$ cat src/rtl/spi_eng_pkg.sv
package spi_eng_pkg;

    typedef enum logic [1:0] {
        ST_IDLE  = 2'd0,
        ST_LEAD  = 2'd1,
        ST_SHIFT = 2'd2,
        ST_TRAIL = 2'd3
    } eng_state_t;

    typedef struct packed {
        logic sample_lead;
        logic loop_en;
        logic rx_off;
        logic tx_off;
    } eng_mode_t;

    localparam int unsigned MIN_BITS = 4;

endpackage

$ cat src/rtl/spi_eng_seq.sv
module spi_eng_seq
    import spi_eng_pkg::*;
#(
    parameter int HW = 7
) (
    input  logic          clk,
    input  logic          rst,
    input  logic          tick,
    input  logic          run,
    input  logic          have_word,
    input  logic [HW-1:0] nbits,
    output eng_state_t    state,
    output logic          start,
    output logic          lead_edge,
    output logic          trail_edge,
    output logic          first_edge,
    output logic          word_end,
    output logic          cont,
    output logic          underrun,
    output logic          phase
);
    logic [HW-1:0] hcnt;
    logic [HW-1:0] last_h;
    logic          hedge;

    assign last_h     = {nbits[HW-2:0], 1'b0} - HW'(1);
    assign hedge      = (state == ST_SHIFT) && tick;
    assign start      = (state == ST_IDLE) && run && have_word;
    assign lead_edge  = hedge && !hcnt[0];
    assign trail_edge = hedge && hcnt[0];
    assign first_edge = hedge && (hcnt == '0);
    assign word_end   = hedge && (hcnt == last_h);
    assign cont       = run && have_word;
    assign underrun   = word_end && run && !have_word;

    always_ff @(posedge clk) begin
        if (rst) begin
            state <= ST_IDLE;
            hcnt  <= '0;
            phase <= 1'b0;
        end else begin
            case (state)
                ST_IDLE: begin
                    hcnt  <= '0;
                    phase <= 1'b0;
                    if (start) state <= ST_LEAD;
                end
                ST_LEAD: begin
                    if (tick) state <= ST_SHIFT;
                end
                ST_SHIFT: begin
                    if (tick) begin
                        phase <= ~phase;
                        if (hcnt == last_h) begin
                            hcnt <= '0;
                            if (!cont) state <= ST_TRAIL;
                        end else begin
                            hcnt <= hcnt + HW'(1);
                        end
                    end
                end
                default: begin
                    if (tick) state <= ST_IDLE;
                end
            endcase
        end
    end


    hcnt_range_chk: assert property (@(posedge clk) disable iff (rst)
        (state == ST_SHIFT) |-> (hcnt <= last_h));


    phase_even_chk: assert property (@(posedge clk) disable iff (rst)
        word_end |=> !phase);

endmodule

$ cat src/rtl/spi_eng_tx.sv
module spi_eng_tx
    import spi_eng_pkg::*;
#(
    parameter int WMAX = 32,
    parameter int HW   = 7
) (
    input  logic            clk,
    input  logic            rst,
    input  eng_mode_t       mode,
    input  logic [HW-1:0]   nbits,
    input  logic            load,
    input  logic            shift_now,
    input  logic [WMAX-1:0] word,
    output logic            mosi_bit
);
    logic [WMAX-1:0] shreg;
    logic [HW-1:0]   sh_amt;

    assign sh_amt   = HW'(WMAX) - nbits;
    assign mosi_bit = shreg[WMAX-1];

    always_ff @(posedge clk) begin
        if (rst) begin
            shreg <= '0;
        end else if (load) begin
            shreg <= mode.tx_off ? '0 : (word << sh_amt);
        end else if (shift_now) begin
            shreg <= {shreg[WMAX-2:0], 1'b0};
        end
    end


    tx_quiet_chk: assert property (@(posedge clk) disable iff (rst)
        (mode.tx_off && $past(mode.tx_off) && $past(load)) |-> !mosi_bit);

endmodule

$ cat src/rtl/spi_eng_rx.sv
module spi_eng_rx
    import spi_eng_pkg::*;
#(
    parameter int WMAX = 32,
    parameter int HW   = 7
) (
    input  logic            clk,
    input  logic            rst,
    input  eng_mode_t       mode,
    input  logic [HW-1:0]   nbits,
    input  logic            din,
    input  logic            sample,
    input  logic            word_end,
    input  logic            rx_ready,
    output logic            rx_valid,
    output logic [WMAX-1:0] rx_word,
    output logic            overrun
);
    logic [WMAX-1:0] sreg;
    logic [WMAX-1:0] sreg_nx;
    logic [WMAX-1:0] mask;
    logic [HW-1:0]   sh_amt;
    logic            slot_free;
    logic            deliver;

    assign sh_amt    = HW'(WMAX) - nbits;
    assign mask      = {WMAX{1'b1}} >> sh_amt;
    assign sreg_nx   = sample ? {sreg[WMAX-2:0], din} : sreg;
    assign slot_free = !rx_valid || rx_ready;
    assign deliver   = word_end && !mode.rx_off;
    assign overrun   = deliver && !slot_free;

    always_ff @(posedge clk) begin
        if (rst) begin
            sreg     <= '0;
            rx_valid <= 1'b0;
            rx_word  <= '0;
        end else begin
            sreg <= sreg_nx;
            if (deliver && slot_free) begin
                rx_valid <= 1'b1;
                rx_word  <= sreg_nx & mask;
            end else if (rx_ready) begin
                rx_valid <= 1'b0;
            end
        end
    end


    rx_hold_chk: assert property (@(posedge clk) disable iff (rst)
        (rx_valid && !rx_ready) |=> (rx_valid && $stable(rx_word)));


    rx_silent_chk: assert property (@(posedge clk) disable iff (rst)
        (mode.rx_off && !rx_valid) |=> !rx_valid);

endmodule

$ cat src/rtl/spi_shift_engine.sv
module spi_shift_engine
    import spi_eng_pkg::*;
#(
    parameter int WMAX = 32,
    parameter int NCS  = 4
) (
    input  logic                        clk,
    input  logic                        rst,
    input  logic                        tick,
    input  logic                        run,
    input  logic [$clog2(WMAX)-1:0]     len_m1,
    input  logic                        idle_high,
    input  logic                        sample_lead,
    input  logic                        loop_en,
    input  logic                        rx_off,
    input  logic                        tx_off,
    input  logic [$clog2(NCS)-1:0]      cs_sel,
    input  logic                        cs_hold,
    input  logic                        cs_act_high,
    input  logic                        tx_valid,
    input  logic [WMAX-1:0]             tx_word,
    output logic                        tx_take,
    output logic                        rx_valid,
    output logic [WMAX-1:0]             rx_word,
    input  logic                        rx_ready,
    input  logic [1:0]                  err_clr,
    output logic [1:0]                  err,
    output logic                        sclk,
    output logic                        mosi,
    input  logic                        miso,
    output logic [NCS-1:0]              cs_o
);
    localparam int LENW = $clog2(WMAX);
    localparam int SELW = $clog2(NCS);
    localparam int HW   = $clog2(WMAX) + 2;

    eng_mode_t     mode;
    eng_state_t    state;
    logic [HW-1:0] nbits;
    logic          start, lead_edge, trail_edge, first_edge, word_end;
    logic          cont, underrun, overrun, phase;
    logic          have_word, load, sample, shift_now;
    logic          mosi_int, din, cs_on;

    assign mode = '{sample_lead: sample_lead, loop_en: loop_en,
                    rx_off: rx_off, tx_off: tx_off};

    assign nbits = (len_m1 < LENW'(MIN_BITS - 1)) ? HW'(MIN_BITS)
                                                  : HW'(len_m1) + HW'(1);

    assign have_word = tx_off || tx_valid;
    assign load      = start || (word_end && cont);
    assign tx_take   = !tx_off && load;
    assign sample    = sample_lead ? lead_edge : trail_edge;
    assign shift_now = sample_lead ? (trail_edge && !word_end)
                                   : (lead_edge && !first_edge);
    assign din       = loop_en ? mosi_int : miso;
    assign mosi      = mosi_int;
    assign sclk      = idle_high ^ phase;
    assign cs_on     = (state != ST_IDLE) || cs_hold;

    spi_eng_seq #(.HW(HW)) u_seq (
        .clk(clk), .rst(rst), .tick(tick), .run(run), .have_word(have_word),
        .nbits(nbits), .state(state), .start(start), .lead_edge(lead_edge),
        .trail_edge(trail_edge), .first_edge(first_edge), .word_end(word_end),
        .cont(cont), .underrun(underrun), .phase(phase)
    );

    spi_eng_tx #(.WMAX(WMAX), .HW(HW)) u_tx (
        .clk(clk), .rst(rst), .mode(mode), .nbits(nbits), .load(load),
        .shift_now(shift_now), .word(tx_word), .mosi_bit(mosi_int)
    );

    spi_eng_rx #(.WMAX(WMAX), .HW(HW)) u_rx (
        .clk(clk), .rst(rst), .mode(mode), .nbits(nbits), .din(din),
        .sample(sample), .word_end(word_end), .rx_ready(rx_ready),
        .rx_valid(rx_valid), .rx_word(rx_word), .overrun(overrun)
    );

    generate
        for (genvar i = 0; i < NCS; i++) begin : g_cs
            assign cs_o[i] = (cs_on && (cs_sel == SELW'(i))) ? cs_act_high
                                                             : ~cs_act_high;
        end
    endgenerate

    always_ff @(posedge clk) begin
        if (rst) begin
            err <= 2'b00;
        end else begin
            err <= (err & ~err_clr) | {overrun, underrun};
        end
    end


    err_sticky_chk: assert property (@(posedge clk) disable iff (rst)
        ($past(err[0]) && !$past(err_clr[0])) |-> err[0]);


    cs_onehot_chk: assert property (@(posedge clk) disable iff (rst)
        $onehot0(cs_act_high ? cs_o : ~cs_o));


    cs_cover_edge_chk: assert property (@(posedge clk) disable iff (rst)
        (sclk != idle_high) |-> (cs_o[cs_sel] == cs_act_high));


    no_take_chk: assert property (@(posedge clk) disable iff (rst)
        tx_off |-> !tx_take);

endmodule

$ cat config.mk
export PLATFORM = sky130hd
export DESIGN_NAME = spi_shift_engine
export DESIGN_NICKNAME = d
export VERILOG_FILES = /design/src/rtl/spi_eng_pkg.sv /design/src/rtl/spi_eng_seq.sv /design/src/rtl/spi_eng_tx.sv /design/src/rtl/spi_eng_rx.sv /design/src/rtl/spi_shift_engine.sv
export SDC_FILE = /design/constraint.sdc
export NUM_CORES = 1
export LEC_CHECK = 0
export ABC_AREA = 0
export BUFFER_PORTS_ARGS = -buffer_cell sky130_fd_sc_hd__buf_2
export CAP_MARGIN = 20
export CORE_MARGIN = 10
export CORE_UTILIZATION = 40
export CTS_CLUSTER_DIAMETER = 30
export DETAILED_ROUTE_END_ITERATION = 10
export PLACE_DENSITY = 0.63
export SLEW_MARGIN = 20
export SYNTH_ARGS = -nofsm -noshare
export SYNTH_HDL_FRONTEND = slang
export SYNTH_SLANG_ARGS = --single-unit
$ cat constraint.sdc
create_clock -name clk -period 5.1 [get_ports clk]
set_clock_uncertainty 0.1 [all_clocks]
set_input_delay 0.255 -clock clk [delete_from_list [all_inputs] [get_ports clk]]
set_output_delay 0.255 -clock clk [all_outputs]
set_load 0.05 [all_outputs]
Yosys cells after proc, flatten, opt, wreduce, memory -nomap -nowiden
Cells that the tools add are included.
{ "word_totals": {"out_inout_bits": 42, "inputBits": 55, "ff_bits": 109, "word_cells": 102} }
{ "classes": {"muxes": 26, "n_eq_ne": 11, "n_shift": 2, "n_addsub": 4, "n_lt_le_gt_ge": 1, "n_reduce_logical": 43, "bitwise_logic": 7} }
{ "op_table": {"columns": ["cell", "n"], "rows": [
  ["2-to-1 mux 32 bit", 4],
  ["AND 32 bit", 1],
  ["left shift 32 x 7 -> 32 bit", 1],
  [">> shifter 32 x 7 -> 32 bit (first input constant)", 1],
  ["logical AND 1 bit", 21],
  ["2-to-1 mux 7 bit", 2],
  ["one-hot mux 7 bit (2 select lines)", 1],
  ["2-to-1 mux 2 bit", 6],
  ["2-to-1 mux 1 bit", 10],
  ["!= test 2 bit (second input constant)", 5],
  ["nonzero test 2 bit", 5],
  ["zero test 1 bit", 8],
  ["adder 7 x 1 -> 7 bit (second input constant)", 1],
  ["equality test 7 bit", 1],
  ["zero test 7 bit", 1],
  ["subtractor 6 x 6 -> 7 bit (first input constant)", 1],
  ["subtractor 7 x 1 -> 7 bit (second input constant)", 1],
  ["adder 5 x 1 -> 6 bit (second input constant)", 1],
  ["equality test 2 bit (second input constant)", 3],
  ["2-to-1 mux 6 bit", 1],
  ["one-hot mux 2 bit (3 select lines)", 1],
  ["AND reduction 6 bit", 1],
  ["< comparator 5 x 2 -> 1 bit (second input constant)", 1],
  ["equality test 2 x 1 -> 1 bit (second input constant)", 2],
  ["9 further kinds", 14]
]} }

Depth between registers and ports, before layout
Gate-level depths: netlist (run 1).
{ "logic_depth": {"ltp_word": 10, "depth_mapped": 17, "ltp_nobuf": 12} }

Modules after synthesis
From an unflattened synthesis (run 1), not the netlist that was laid out.
{ "unflattened": {"hier_cells": 798, "hier_area_um2": 7205.7} }
{ "by_module_without_submodules": {"columns": ["module", "area_per_inst_um2", "cells_per_inst", "n_inst", "seq_area_each_um2"], "rows": [
  ["spi_eng_tx", 3271.9, 375, 1, 640.6],
  ["spi_eng_rx", 2705.1, 261, 1, 1301.2],
  ["spi_eng_seq", 869.6, 114, 1, 200.2],
  ["spi_shift_engine", 359.1, 48, 1, 40.0]
]} }

Worst setup path before layout (run 1)
No wires, ideal clock.
{ "synth_path": {"path_kind": "input -> register", "start": "input len_m1[4]", "end": "register u_tx.shreg[30]", "t_arrival_ps": 3512, "setup_slack_ps": 1401, "cell_stages": 14, "path_cell_list": "buf_2 -> nor3_2 -> nor2_1 -> buf_2 -> buf_2 -> inv_1 -> ha_1 -> buf_1 -> clkbuf_1 -> clkbuf_1 -> mux2i_1 -> nand3_1 -> a211o_1 -> a221oi_2"} }
{ "synth_between": {"elab_chain_cells": 9} }
{ "synth_lines": {"columns": ["item", "line_no", "source"], "rows": [
  ["start, declared", "spi_shift_engine.sv:11", "input logic [$clog2(WMAX)-1:0] len_m1,"],
  ["adder 5 x 1 -> 6 bit / < comparator 5 x 2 -> 1 bit (equally long branches)", "spi_shift_engine.sv:49, spi_shift_engine.sv:48", null],
  ["2-to-1 mux 6 bit *", "spi_shift_engine.sv:48", "assign nbits = (len_m1 < LENW'(MIN_BITS - 1)) ? HW'(MIN_BITS)"],
  ["branches (longest 7 deep; another with subtractor 6 x 6 -> 7 bit)", null, null],
  ["end signal, assigned", "spi_eng_tx.sv:26", "shreg <= mode.tx_off ? '0 : (word << sh_amt);"],
  ["end signal, assigned", "spi_eng_tx.sv:28", "shreg <= {shreg[WMAX-2:0], 1'b0};"],
  ["end, declared", "spi_eng_tx.sv:16", "logic [WMAX-1:0] shreg;"]
]} }
Mark *: on every way between the ends.
A chain may end at the register's enable or synchronous reset.

Final worst setup path (run 1)
{ "layout_path": {"start": "input len_m1[3]", "end": "register u_tx.shreg[30]"} }
Same word-level chain as after synthesis.

==> results of run 1 <==
[where the power goes]
| part | total (µW) | switching, µW | internal (µW) |
|---|---|---|---|
| clock | 713 | 318 | 396 |
| sequential | 967 | 41.2 | 926 |
| combinational | 1010 | 633 | 375 |
| total | 2690 | 992 | 1700 |
[layer usage]
metal	GRT usage	vias up	part of all wire
met5	0	-	0
met4	0.0549	0	0.016
met3	0.0280	23	0.071
met2	0.271	256	0.46
met1	0.241	3249	0.46
li1	-	3266	-
[worst reg2reg max path: stages, from the launching register on]
cell and delay, ns:
dfxtp_1 0.46, xor2_1 0.17, nand2_1 0.10, a2111oi_4 0.43, nand3_2 0.24, a41oi_2 0.28
and2_1 0.68, buf_4 0.37, a221oi_2 0.10
[logic make-up (layout without fill, tap and decap cells)]
logic type | after synthesis | after routing
compound gates | 233 | 233
xor+xnor | 19 | 19
fa+ha+maj | 8 | 8
buf+inv | 123 | 182
flops | 109 | 109
mux | 84 | 84
simple gates | 283 | 283
[worst paths after layout]
kind	startpoint	end	slack, ns
setup / recovery	len_m1[3]	u_tx.shreg[30]	1.06
hold / removal	tick	u_seq.state[0]	0.05
setup reg to reg	u_seq.hcnt[2]	u_tx.shreg[28]	2.04
hold reg to reg	u_rx.rx_word[4]	u_rx.rx_word[4]	0.35
[per-stage QoR]
step / util / hold slack, ns
after floorplan: - / 0.251
after global routing: 0.456 / 0.0507
after detailed placement: 0.439 / 0.350
after CTS: 0.456 / 0.0414
after global placement: 0.439 / 0.342
final: 0.456 / 0.0474
[state kept, by name (all words and copies together) (netlist names)]
signal and cells:
err 2, u_seq.state 2, u_tx.shreg 32, u_seq.phase 1
u_rx.rx_word 32, u_seq.hcnt 7, u_rx.rx_valid 1, u_rx.sreg 32
[Yosys cell counts (6+ instances only)]
cell type	count	area, µm²
mux2i_1	53	531
xnor2_1	10	87.6
ha_1	8	100
buf_2	22	110
o21ai_0	56	280
a32oi_1	7	61.3
inv_1	50	188
nand2_1	61	229
a211oi_1	9	67.6
nand4_1	16	100
o211ai_1	13	97.6
o22ai_1	8	50.1
nand2b_1	10	62.6
a221oi_2	17	255
clkbuf_1	37	139
nand3_1	35	175
a21oi_1	54	270
nor3_1	18	90.1
nor2_1	96	360
and3_1	6	37.5
xor2_1	8	70.1
mux4_2	26	586
a221oi_1	10	87.6
dfxtp_1	109	2180
[final cells by class]
class	count	share of cell area
Multi-Input combinational cell	627	0.561
Sequential cell	109	0.267
Timing Repair Buffer	116	0.0772
Tap cell	229	0.0351
Clock buffer	11	0.0297
Inverter	51	0.0234
Clock inverter	4	0.00674
==> impl_metrics.py, run 1 <==
metrics = {
    "timing": {
        "slew_headroom": 0.373,
        "fmax_mhz": 248,
        "finalSetupViolCount": 0,
        "layout_min_cycle_time_ns": 4.04,
        "final.setup.worst_slack_ns": 1.06,
        "period_share": 0.792,
        "worst_pin_slew_ns": 0.937,
        "setup_tns_ns": 0,
        "rsz0062_at_grt": "no",
        "drv_slew": 0,
        "finalHoldViolCount": 0,
    },
    "clocking": {
        "cts_sinks": 109,
        "cts_tree": "done",
        "cts_root_buffer": "clkbuf_16",
        "numCtsBuffers": 9,
        "insertion_delay_ns": 0.35,
        "cts_resized": 0,
        "ctsHoldBuffers": 0,
        "clk_pin_slew_worst_paths_ns": 0.07,
        "clk_path_buf_depth": 2,
        "htreeDepth": 3,
        "post-cts-setup-buffers": 0,
    },
    "run_status": {
        "outcome": "finished, final reports clean",
    },
    "synth": {
        "synth_top_family_by_area": "compound AO/OA/AOI/OAI gates",
        "synth_xor_xnor_area_share": 0.0239,
        "syn_inst": 859,
        "synth-compound-area-share": 0.237,
        "synth_nets": 922,
        "synthAdderAreaFrac": 0.0138,
        "synth-simple-area-share": 0.191,
        "synth_edf_count": 0,
        "synth_mux_area_frac": 0.161,
        "ys.flop_type": "dfxtp_1",
        "async_flop_share": 0,
        "synth_seq_cells": 109,
        "synthDistinctLibCells": 78,
        "seq_area_frac_synth": 0.300,
        "synth_area_um2": 7270,
        "ys_warn_count": 0,
        "syn_avg_cell_area_um2": 8.46,
    },
    "power": {
        "p_total_uw": 2690,
        "power_leakage_uw": 0.00301,
        "powerDensity_nw_per_um2": 329,
        "max-vdd-ir-drop_mv": 0.182,
    },
    "final_layout": {
        "stdcell_count": 1147,
        "drive_gt1_frac": 0.227,
        "multi_input_area_um2": 4580,
        "diodes": 0,
        "layout_common_cells": "dfxtp_1 (109), buf_2 (96), nor2_1 (94)",
        "final_common_cell": "dfxtp_1",
        "area_growth_pct": 12.3,
        "fill_cells": 1762,
        "nNetsFinal": 977,
        "final_area_um2": 8170,
        "regArea_um2": 2180,
    },
    "grt": {
        "grt_max_degree": 65,
        "grt_pass1_wl_um": 34800,
        "grt_pass1_vias": 6539,
        "antenna_found_initial": 0,
        "overflow": 0,
        "grt_use_total": 0.175,
    },
    "floorplan": {
        "die_w_um": 155,
        "die_area_um2": 24000,
        "die_height_um": 155,
        "start_util": 0.406,
        "io_pins": 97,
        "fp-row-count": 49,
        "core_um2": 17900,
    },
    "drt": {
        "routed_wirelength_um": 21700,
        "drtAntennaViolNets": 0,
        "wl_per_cell_um": 18.9,
        "first_pass_iters": 5,
        "route.detailed.drc": 0,
        "drt_iter0_markers": 477,
        "vias_per_cell": 5.92,
        "dr_total_vias": 6794,
    },
    "worst_hold_path": {
        "hold_depth": 2,
        "hp-class": "in -> reg",
    },
    "setup_path": {
        "setup.worst_path.start_class": "primary input",
        "crit_cells": 13,
        "cp-end-kind": "flop",
        "reg2reg_depth": 8,
        "path_delay_family": "compound AO/OA/AOI/OAI gates",
        "critPathBufInv": 2,
        "crit_chain": "buf_2 -> or3_1 -> o21ai_0 -> ha_1 -> or3_1 -> o22ai_1 -> nor2_1 -> buf_4 -> a22oi_1 -> o32ai_1 -> a21oi_1 -> a211o_1 -> a221oi_2",
        "max_stage_delay_ns": 0.68,
        "critPathMaxFanout": 16,
        "path_class": "in -> reg",
        "crit_path_frequent_cell": "or3_1",
        "cp.required_ns": 5.27,
        "crit_arrival_ns": 4.21,
        "cp_slowest_cell": "nor2_1",
    },
    "placed_design": {
        "dp.cells": 1132,
        "place_congestion": 0.937,
        "place_area_um2": 7870,
        "port_buffers": 96,
        "dp_slack_ns": 0.764,
        "detailedPlacementHpwl_um": 16000,
    },
    "flow_run": {
        "drv_cap": 0,
    },
}
Power figures use the tool's default switching activity.
==> run 2: changes to the inputs <==
clock period = 4.2 ns   (was 5.1 ns; I/O delays follow)
==> run 2 against run 1 <==
  * Wire length is 0.60% lower
  * Count of clock-buffer cells in the layout stayed put
  * Total power grew 20%
  * Cell count grew 0.44%
  * Critical path type unchanged
  * Critical endpoint is now u_tx.shreg[18]
==> impl_metrics.py, run 2 (same netlist as run 1, synthesis figures left out) <==
metrics = {
    "setup_path": {
        "max_stage_delay_ns": 0.45,
        "path_class": "in -> reg",
        "cp.required_ns": 4.35,
        "setup.worst_path.start": "len_m1[0]",
        "cp-end-kind": "flop",
        "setup.worst_path.start_class": "primary input",
        "critPathMaxFanout": 21,
        "cp_slowest_cell": "ha_1",
        "path_delay_family": "compound AO/OA/AOI/OAI gates",
        "rr_startpoint": "u_seq.hcnt[2]",
        "crit_arrival_ns": 3.55,
        "critPathBufInv": 1,
        "crit_chain": "buf_2 -> ha_1 -> o21ai_0 -> ha_1 -> or3_1 -> o22a_1 -> nand2_1 -> mux4_2 -> o21ai_0 -> nand3_1 -> a211o_1 -> a221oi_1",
    },
    "drt": {
        "route.detailed.drc": 0,
        "wl_per_cell_um": 18.7,
        "vias_per_cell": 5.91,
        "dr_total_vias": 6809,
        "drt_iter0_markers": 635,
        "first_pass_iters": 5,
        "routed_wirelength_um": 21600,
        "drtAntennaViolNets": 0,
    },
    "final_layout": {
        "drive_gt1_frac": 0.232,
        "area_growth_pct": 12.7,
        "fill_cells": 1796,
        "layout_common_cells": "dfxtp_1 (109), buf_2 (96), nor2_1 (94)",
        "fin_util": 0.458,
        "nNetsFinal": 981,
        "reg_top3": "u_rx.rx_word x32, u_rx.sreg x32, u_tx.shreg x32",
        "diodes": 0,
        "final_common_cell": "dfxtp_1",
    },
    "power": {
        "power_leakage_uw": 0.00303,
        "pwr-share-comb": 0.379,
        "p_seq_frac": 0.364,
        "p_sw_frac": 0.376,
        "intPower_uw": 2020,
        "p_sw_uw": 1220,
        "clkPwrFrac": 0.257,
        "powerDensity_nw_per_um2": 395,
        "max-vdd-ir-drop_mv": 0.215,
    },
    "timing": {
        "whs_ns": 0.0179,
        "rsz0062_at_grt": "no",
        "fmax_mhz": 294,
        "slew_headroom": 0.356,
        "period_share": 0.810,
        "setup_tns_ns": 0,
        "drv_slew": 0,
        "worst_pin_slew_ns": 0.962,
        "layout_min_cycle_time_ns": 3.40,
        "finalSetupViolCount": 0,
        "finalHoldViolCount": 0,
    },
    "floorplan": {
        "die_w_um": 155,
        "core_um2": 17900,
        "die_height_um": 155,
        "start_util": 0.406,
        "fp-row-count": 49,
        "io_pins": 97,
        "die_area_um2": 24000,
    },
    "grt": {
        "grt_use_met3": 0.0263,
        "overflow": 0,
        "antenna_found_initial": 0,
        "grt_pass1_wl_um": 34900,
        "grt_use_total": 0.174,
        "use_met2": 0.265,
        "grt_use_met1": 0.246,
        "grt_max_degree": 58,
        "busiest_layer": "met2",
        "grt_pass1_vias": 6463,
    },
    "clocking": {
        "numCtsBuffers": 9,
        "clk_path_buf_depth": 2,
        "cts_sinks": 109,
        "clk_pin_slew_worst_paths_ns": 0.08,
        "post-cts-setup-buffers": 0,
        "htreeDepth": 3,
        "cts_root_buffer": "clkbuf_16",
        "cts_resized": 0,
        "cts_tree": "done",
        "insertion_delay_ns": 0.35,
        "ctsHoldBuffers": 0,
    },
    "placed_design": {
        "detailedPlacementHpwl_um": 16000,
        "port_buffers": 96,
        "place_congestion": 0.888,
    },
    "worst_hold_path": {
        "worstHoldStart": "tick",
        "hp-class": "in -> reg",
    },
    "run_status": {
        "outcome": "finished, final reports clean",
    },
    "flow_run": {
        "drv_cap": 0,
    },
}
run 2: changes by cell type in the layout (fill, tap and decap cells not counted):
cell	delta
clkinv_2	+1
clkbuf_8	+1
inv_8	+1
buf_4	+4
bufinv_16	-1
clkinv_4	+1
clkbuf_1	-1
inv_6	-1
run 2: routing by layer:
metal | part of all wire | vias to the layer above
met2 | 0.45 | 280
met3 | 0.073 | 33
met5 | 0 | -
met4 | 0.016 | 0
met1 | 0.46 | 3220
li1 | - | 3276
run 2: power by group through the flow:
stage                     clock network [µW]  logic [µW]  registers, µW
final                                    831        1230           1180
after global placement                     0        1200           1200
after floorplan                            0         934           1190
after CTS                                847        1210           1180
after detailed placement                   0        1210           1200
after global routing                     893        1340           1190
run 2: cell type report:
type / instances / area (µm²) / area share
multi-input combinational: 627 / 4580 / 0.559
sequential: 109 / 2180 / 0.266
timing repair buffer: 120 / 661 / 0.0806
tap: 229 / 287 / 0.0350
clock buffer: 11 / 253 / 0.0309
inverter: 51 / 191 / 0.0234
clock inverter: 5 / 41.3 / 0.00504
run 2: worst paths after layout:
path | endpoint | slack (ns) | depth (start not counted)
max | u_tx.shreg[18] | 0.80 | 12
min reg2reg | u_rx.rx_word[14] | 0.36 | 2
min | u_seq.state[0] | 0.02 | 2
max reg2reg | u_rx.rx_word[9] | 1.39 | 8
run 2: metrics by stage:
stage / instances / power [µW] / setup slack [ns] / instance area [µm²]
final: 1152 / 3240 / 0.796 / 8190
after global routing: 1152 / 3420 / 0.547 / 8190
after CTS: 1152 / 3230 / 0.851 / 8190
after detailed placement: 1136 / 2400 / 0.494 / 7900
after global placement: 1136 / 2400 / 0.535 / 7900
after floorplan: 859 / 2120 / 0.546 / 7270
